--- src/rtl/uart_flow_pkg.sv ---
package uart_flow_pkg;

  typedef struct packed {
    logic       cts_inv;
    logic       rts_inv;
    logic [1:0] rts_sel;
    logic       cts_auto;
    logic       rts_auto;
    logic       tx_en;
    logic       rx_en;
  } flow_ctrl_t;

  localparam logic [7:0] CTRL_RESET = 8'h03;

  // free-entry threshold for each select code (non-monotonic)
  function automatic int unsigned rts_room(input logic [1:0] sel);
    case (sel)
      2'b00:   return 3;
      2'b01:   return 2;
      2'b10:   return 1;
      default: return 4;
    endcase
  endfunction

endpackage

--- src/rtl/flow_cts_sync.sv ---
module flow_cts_sync #(
  parameter int STAGES = 2
) (
  input  logic clk,
  input  logic rst,
  input  logic pin_i,
  output logic sync_o
);

  logic [STAGES-1:0] chain_q;
  logic              past_ok;

  generate
    for (genvar g = 0; g < STAGES; g++) begin : g_stage
      if (g == 0) begin : g_first
        always_ff @(posedge clk) begin
          if (rst) chain_q[g] <= 1'b0;
          else     chain_q[g] <= pin_i;
        end
      end else begin : g_next
        always_ff @(posedge clk) begin
          if (rst) chain_q[g] <= 1'b0;
          else     chain_q[g] <= chain_q[g-1];
        end
      end
    end
  endgenerate

  assign sync_o = chain_q[STAGES-1];

  always_ff @(posedge clk) begin
    if (rst) past_ok <= 1'b0;
    else     past_ok <= 1'b1;
  end

  // the last stage is the first stage delayed through the chain
  assert_sync_chain_R6: assert property (@(posedge clk) disable iff (rst || !past_ok)
    chain_q[STAGES-1] == $past(chain_q[STAGES-2]));

endmodule

--- src/rtl/flow_rts_gen.sv ---
module flow_rts_gen #(
  parameter int DEPTH = 8,
  parameter int LVL_W = $clog2(DEPTH + 1)
) (
  input  logic             clk,
  input  logic             rst,
  input  logic             rts_auto,
  input  logic             rts_inv,
  input  logic [1:0]       rts_sel,
  input  logic             mcr_rts,
  input  logic [LVL_W-1:0] rx_level,
  output logic             rts_o
);
  import uart_flow_pkg::*;

  int unsigned free_cnt;
  logic        room_ok;
  logic        rts_q;
  logic        past_ok;

  always_comb begin
    if (int'(rx_level) >= DEPTH) free_cnt = 0;
    else                         free_cnt = DEPTH - int'(rx_level);
    room_ok = free_cnt > rts_room(rts_sel);
  end

  always_ff @(posedge clk) begin
    if (rst)           rts_q <= 1'b0;
    else if (rts_auto) rts_q <= room_ok ^ rts_inv;
    else               rts_q <= mcr_rts;
  end

  assign rts_o = rts_q;

  always_ff @(posedge clk) begin
    if (rst) past_ok <= 1'b0;
    else     past_ok <= 1'b1;
  end

  assert_rts_full_R3: assert property (@(posedge clk) disable iff (rst || !past_ok)
    $past(rts_auto && !rts_inv && int'(rx_level) == DEPTH) |-> !rts_o);

  assert_rts_empty_R3: assert property (@(posedge clk) disable iff (rst || !past_ok)
    $past(rts_auto && !rts_inv && rx_level == '0) |-> rts_o);

  assert_rts_inverted_R4: assert property (@(posedge clk) disable iff (rst || !past_ok)
    $past(rts_auto && rts_inv && rx_level == '0) |-> !rts_o);

  assert_rts_manual_R5: assert property (@(posedge clk) disable iff (rst || !past_ok)
    $past(!rts_auto) |-> rts_o == $past(mcr_rts));

endmodule

--- src/rtl/flow_tx_gate.sv ---
module flow_tx_gate (
  input  logic clk,
  input  logic rst,
  input  logic tx_en,
  input  logic cts_auto,
  input  logic cts_inv,
  input  logic cts_sync,
  output logic permit_o
);

  logic cts_clear;
  logic permit_q;
  logic past_ok;

  assign cts_clear = cts_sync ^ cts_inv;

  always_ff @(posedge clk) begin
    if (rst) permit_q <= 1'b0;
    else     permit_q <= tx_en && (!cts_auto || cts_clear);
  end

  assign permit_o = permit_q;

  always_ff @(posedge clk) begin
    if (rst) past_ok <= 1'b0;
    else     past_ok <= 1'b1;
  end

  assert_cts_hold_R7: assert property (@(posedge clk) disable iff (rst || !past_ok)
    $past(cts_auto && (cts_sync == cts_inv)) |-> !permit_o);

  assert_cts_ignored_R7: assert property (@(posedge clk) disable iff (rst || !past_ok)
    $past(tx_en && !cts_auto) |-> permit_o);

  assert_tx_off_R8: assert property (@(posedge clk) disable iff (rst || !past_ok)
    $past(!tx_en) |-> !permit_o);

endmodule

--- src/rtl/uart_flow_ctl.sv ---
module uart_flow_ctl #(
  parameter int FIFO_DEPTH  = 8,
  parameter int SYNC_STAGES = 2
) (
  input  logic                            clk,
  input  logic                            rst,
  input  logic                            ctrl_we,
  input  logic [7:0]                      ctrl_wdata,
  input  logic                            mcr_rts,
  input  logic [$clog2(FIFO_DEPTH+1)-1:0] rx_level,
  input  logic                            cts_pin,
  input  logic                            tx_start_req,
  output logic                            rts_pin,
  output logic                            tx_permit,
  output logic                            tx_go,
  output logic                            rx_enable,
  output logic                            tx_enable
);
  import uart_flow_pkg::*;

  localparam int LVL_W = $clog2(FIFO_DEPTH + 1);

  flow_ctrl_t ctrl_q;
  logic       cts_sync;
  logic       past_ok;

  always_ff @(posedge clk) begin
    if (rst)          ctrl_q <= flow_ctrl_t'(CTRL_RESET);
    else if (ctrl_we) ctrl_q <= flow_ctrl_t'(ctrl_wdata);
  end

  assign rx_enable = ctrl_q.rx_en;
  assign tx_enable = ctrl_q.tx_en;

  flow_cts_sync #(.STAGES(SYNC_STAGES)) u_sync (
    .clk    (clk),
    .rst    (rst),
    .pin_i  (cts_pin),
    .sync_o (cts_sync)
  );

  flow_rts_gen #(.DEPTH(FIFO_DEPTH), .LVL_W(LVL_W)) u_rts (
    .clk      (clk),
    .rst      (rst),
    .rts_auto (ctrl_q.rts_auto),
    .rts_inv  (ctrl_q.rts_inv),
    .rts_sel  (ctrl_q.rts_sel),
    .mcr_rts  (mcr_rts),
    .rx_level (rx_level),
    .rts_o    (rts_pin)
  );

  flow_tx_gate u_gate (
    .clk      (clk),
    .rst      (rst),
    .tx_en    (ctrl_q.tx_en),
    .cts_auto (ctrl_q.cts_auto),
    .cts_inv  (ctrl_q.cts_inv),
    .cts_sync (cts_sync),
    .permit_o (tx_permit)
  );

  assign tx_go = tx_start_req & tx_permit;

  always_ff @(posedge clk) begin
    if (rst) past_ok <= 1'b0;
    else     past_ok <= 1'b1;
  end

  assert_ctrl_reset_R1: assert property (@(posedge clk) disable iff (rst || !past_ok)
    $past(rst) |-> ctrl_q == flow_ctrl_t'(CTRL_RESET));

  assert_ctrl_write_R2: assert property (@(posedge clk) disable iff (rst || !past_ok)
    $past(ctrl_we && !rst) |-> ctrl_q == flow_ctrl_t'($past(ctrl_wdata)));

  assert_permit_needs_enable_R8: assert property (@(posedge clk) disable iff (rst || !past_ok)
    tx_permit |-> $past(ctrl_q.tx_en));

endmodule

--- config.mk ---
export PLATFORM = sky130hd
export DESIGN_NAME = uart_flow_ctl
export DESIGN_NICKNAME = d
export VERILOG_FILES = /design/src/rtl/uart_flow_pkg.sv /design/src/rtl/flow_cts_sync.sv /design/src/rtl/flow_rts_gen.sv /design/src/rtl/flow_tx_gate.sv /design/src/rtl/uart_flow_ctl.sv
export SDC_FILE = /design/constraint.sdc
export NUM_CORES = 1
export LEC_CHECK = 0
export BUFFER_PORTS_ARGS = -buffer_cell sky130_fd_sc_hd__buf_4
export CAP_MARGIN = 5
export CORE_MARGIN = 10
export CORE_UTILIZATION = 43
export CTS_CLUSTER_DIAMETER = 150
export DETAILED_ROUTE_END_ITERATION = 10
export GPL_ROUTABILITY_DRIVEN = 0
export PLACE_DENSITY = 0.84
export SLEW_MARGIN = 20
export SYNTH_ARGS = -nofsm -noshare
export SYNTH_HDL_FRONTEND = slang
export SYNTH_SLANG_ARGS = --single-unit
--- constraint.sdc ---
create_clock -name clk -period 2.3 [get_ports clk]
set_clock_uncertainty 0.05 [all_clocks]
set_input_delay 0.23 -clock clk [delete_from_list [all_inputs] [get_ports clk]]
set_output_delay 0.23 -clock clk [all_outputs]
set_load 0.01 [all_outputs]
==> flow_summary.ini <==
[status]
status = finished clean

[global_route]
grt.total_usage_pct = 8.88
grt_pass1_vias = 568
grt_overflow_total = 0
grt_pass1_wl_mm = 2.37
antenna_found_initial = 0
grt_max_degree = 15

[place]
place_inst = 100
dp_hpwl_mm = 1.09
io_buffers = 22
dp_slack_ns = 0.309

[yosys]
ys_types = 23
synth_cells = 66
synth_warnings = 0
yosys.area.top_type = dfxtp_1
synth_seq_cells = 12
yosysMostFrequentCell = dfxtp_1
synth_ff_type = dfxtp_1
synth_top_cell_area_share_pct = 40.0
netlist_area_um2 = 601
yosys-top-cells-count = 12 x dfxtp_1, 7 x nor2_1, 6 x mux2i_1
ys_seq_area_share_pct = 40.0
synth_async_sr_flop_share_pct = 0
synthTopCellsByArea = dfxtp_1 40%, mux2i_1 10%, ha_1 8.3%
synth_edf_count = 0
syn_avg_cell_area_um2 = 9.10
syn-num-nets = 88

[floorplanning]
initial_utilization_pct = 46.2
die_w_um = 57.4
core_area_um2 = 1300
ioPinCount = 23
fp.dieH_um = 57.4
rows = 13
die_area_um2 = 3290

[drt]
wl_per_cell_um = 12.5
drt_iter0_drc = 0
routed_wl_mm = 1.31
viasPerCell = 4.98
vias = 518
ant_nets = 0
detail_route.first_pass.iterations = 1
drt_drc_violations_left = 0

[final_layout]
instances_no_fill = 104
drive_gt1_share_pct = 31.5
num_antenna_cells = 0
final_nets = 112
area.growth.synth_to_final_pct = 34.6

[clock_network]
ctsResizeCount = 0
ctsHoldBuffers = 0
root_buffer = clkbuf_4
cts.clk_slew.worst_paths_ns = 0.08
post_cts_buffers = 0
clk_path_buf_depth = 2
cts_tree = yes
clkSinkCount = 12
clk_latency_ns = 0.27
htreeDepth = 1
cts_made_buffers = 3

[critical_path]
worstPathRequired_ns = 2.46
crit_type = in -> reg
crit_slowest_cell = or3b_1
cp-start-kind = input pin
worstPathCellList = buf_4 > inv_1 > ha_1 > o41ai_1 > and2_1 > ha_1 > nand3_1 > o21ai_0 > or3b_1 > nand3_1
path_delay_family = simple AND/OR/NAND/NOR gates
critPathBufInv = 2
cp-end-kind = flip-flop
arrival_ns = 1.87
path_max_fanout = 5
slowest_delay_ns = 0.35

[hold_path]
hold_class = in -> reg

[timing]
whs_ns = 0.104
fmax_mhz = 587
slew_viol_final = 0
slew_headroom_pct = 78.5
finalHoldViolations = 0
period_share_pct = 74.1
setup_violations = 0
min_period_ns = 1.70
setup-tns-final_ns = 0
postLayoutSetupSlackWorst_ns = 0.596
tightest_slew_ns = 0.322
rsz0062_at_grt = false

[power_and_ir_drop]
power_uw = 484
ir_worst_vdd_mv = 0.278
p_leak_uw = 0.000381
power.density_nw_per_um2 = 599

[run]
max-cap-violations = 0
[routing by layer]
layer  wire length (um)  part of all wire [%]  GRT usage, %
met1                540                    41          8.90
met2                684                    52          15.0
met3                 71                   5.4          4.42
met4                  8                  0.61          4.03
met5                  0                     0             0
[cell families after synthesis]
| family | count (synthesis) | share of synthesized area, % |
|---|---|---|
| flops | 12 | 40.0 |
| buf+inv | 7 | 4.58 |
| xor+xnor | 1 | 1.46 |
| mux | 6 | 10.0 |
| fa+ha+maj | 4 | 8.33 |
| simple gates | 25 | 22.5 |
| compound gates | 11 | 13.1 |
[sequential cells by signal (all words and copies together), names as in the netlist]
| signal | cells |
|---|---|
| tx_enable | 1 |
| u_sync.sync_o | 1 |
| rx_enable | 1 |
| u_rts.rts_o | 1 |
| u_gate.permit_o | 1 |
| ctrl_q | 6 |
| u_sync.chain_q | 1 |
[final timing paths]
kind,start,end,slack [ns],cells past startpoint
setup / recovery,rx_level[0],u_rts.rts_o,0.60,10
hold / removal,ctrl_wdata[0],rx_enable,0.10,2
setup reg to reg,ctrl_q[5],u_rts.rts_o,0.90,6
hold reg to reg,ctrl_q[3],u_gate.permit_o,0.39,1
[where the power goes]
group / internal (uW) / switching [uW] / leakage (uW)
Combinational: 50.9 / 38.7 / 0.000261
Clock: 96.2 / 70.1 / 0.0000210
Sequential: 221 / 7.27 / 0.0000995
Total: 368 / 116 / 0.000381
[area by class of cell]
| type | count | area [um2] |
|---|---|---|
| clock buffers | 4 | 36.3 |
| fillers | 118 | 493 |
| inverters | 4 | 15.0 |
| multi-input cells | 47 | 333 |
| flip-flops and latches | 12 | 240 |
| well taps | 15 | 18.8 |
| repair buffers | 22 | 165 |
[stage by stage]
stage	cell area, um2	util, %
final	808	62.1
after global routing	808	62.1
after CTS	808	62.1
after detailed placement	772	59.3
after global placement	772	59.3
after floorplan	601	-
[worst register-to-register path: stages (launching register included)]
cell,delay (ns)
dfxtp_1,0.36
nand2_1,0.07
ha_1,0.28
nand3_1,0.06
o21ai_0,0.09
or3b_1,0.35
nand3_1,0.09
[layout by cell type (no fill, tap or decap), drive strengths merged]
master	n
nor2b	4
a211oi	1
mux2i	6
nor3	1
nand3	2
inv	4
o41ai	1
or3b	1
buf	22
ha	4
clkbuf	4
nand2b	2
a211o	2
nor3b	2
xnor2	1
nand2	4
a2111oi	1
dfxtp	12
o21ai	4
nor2	7
a21oi	2
and2	2
(Power assumes the default switching activity.)
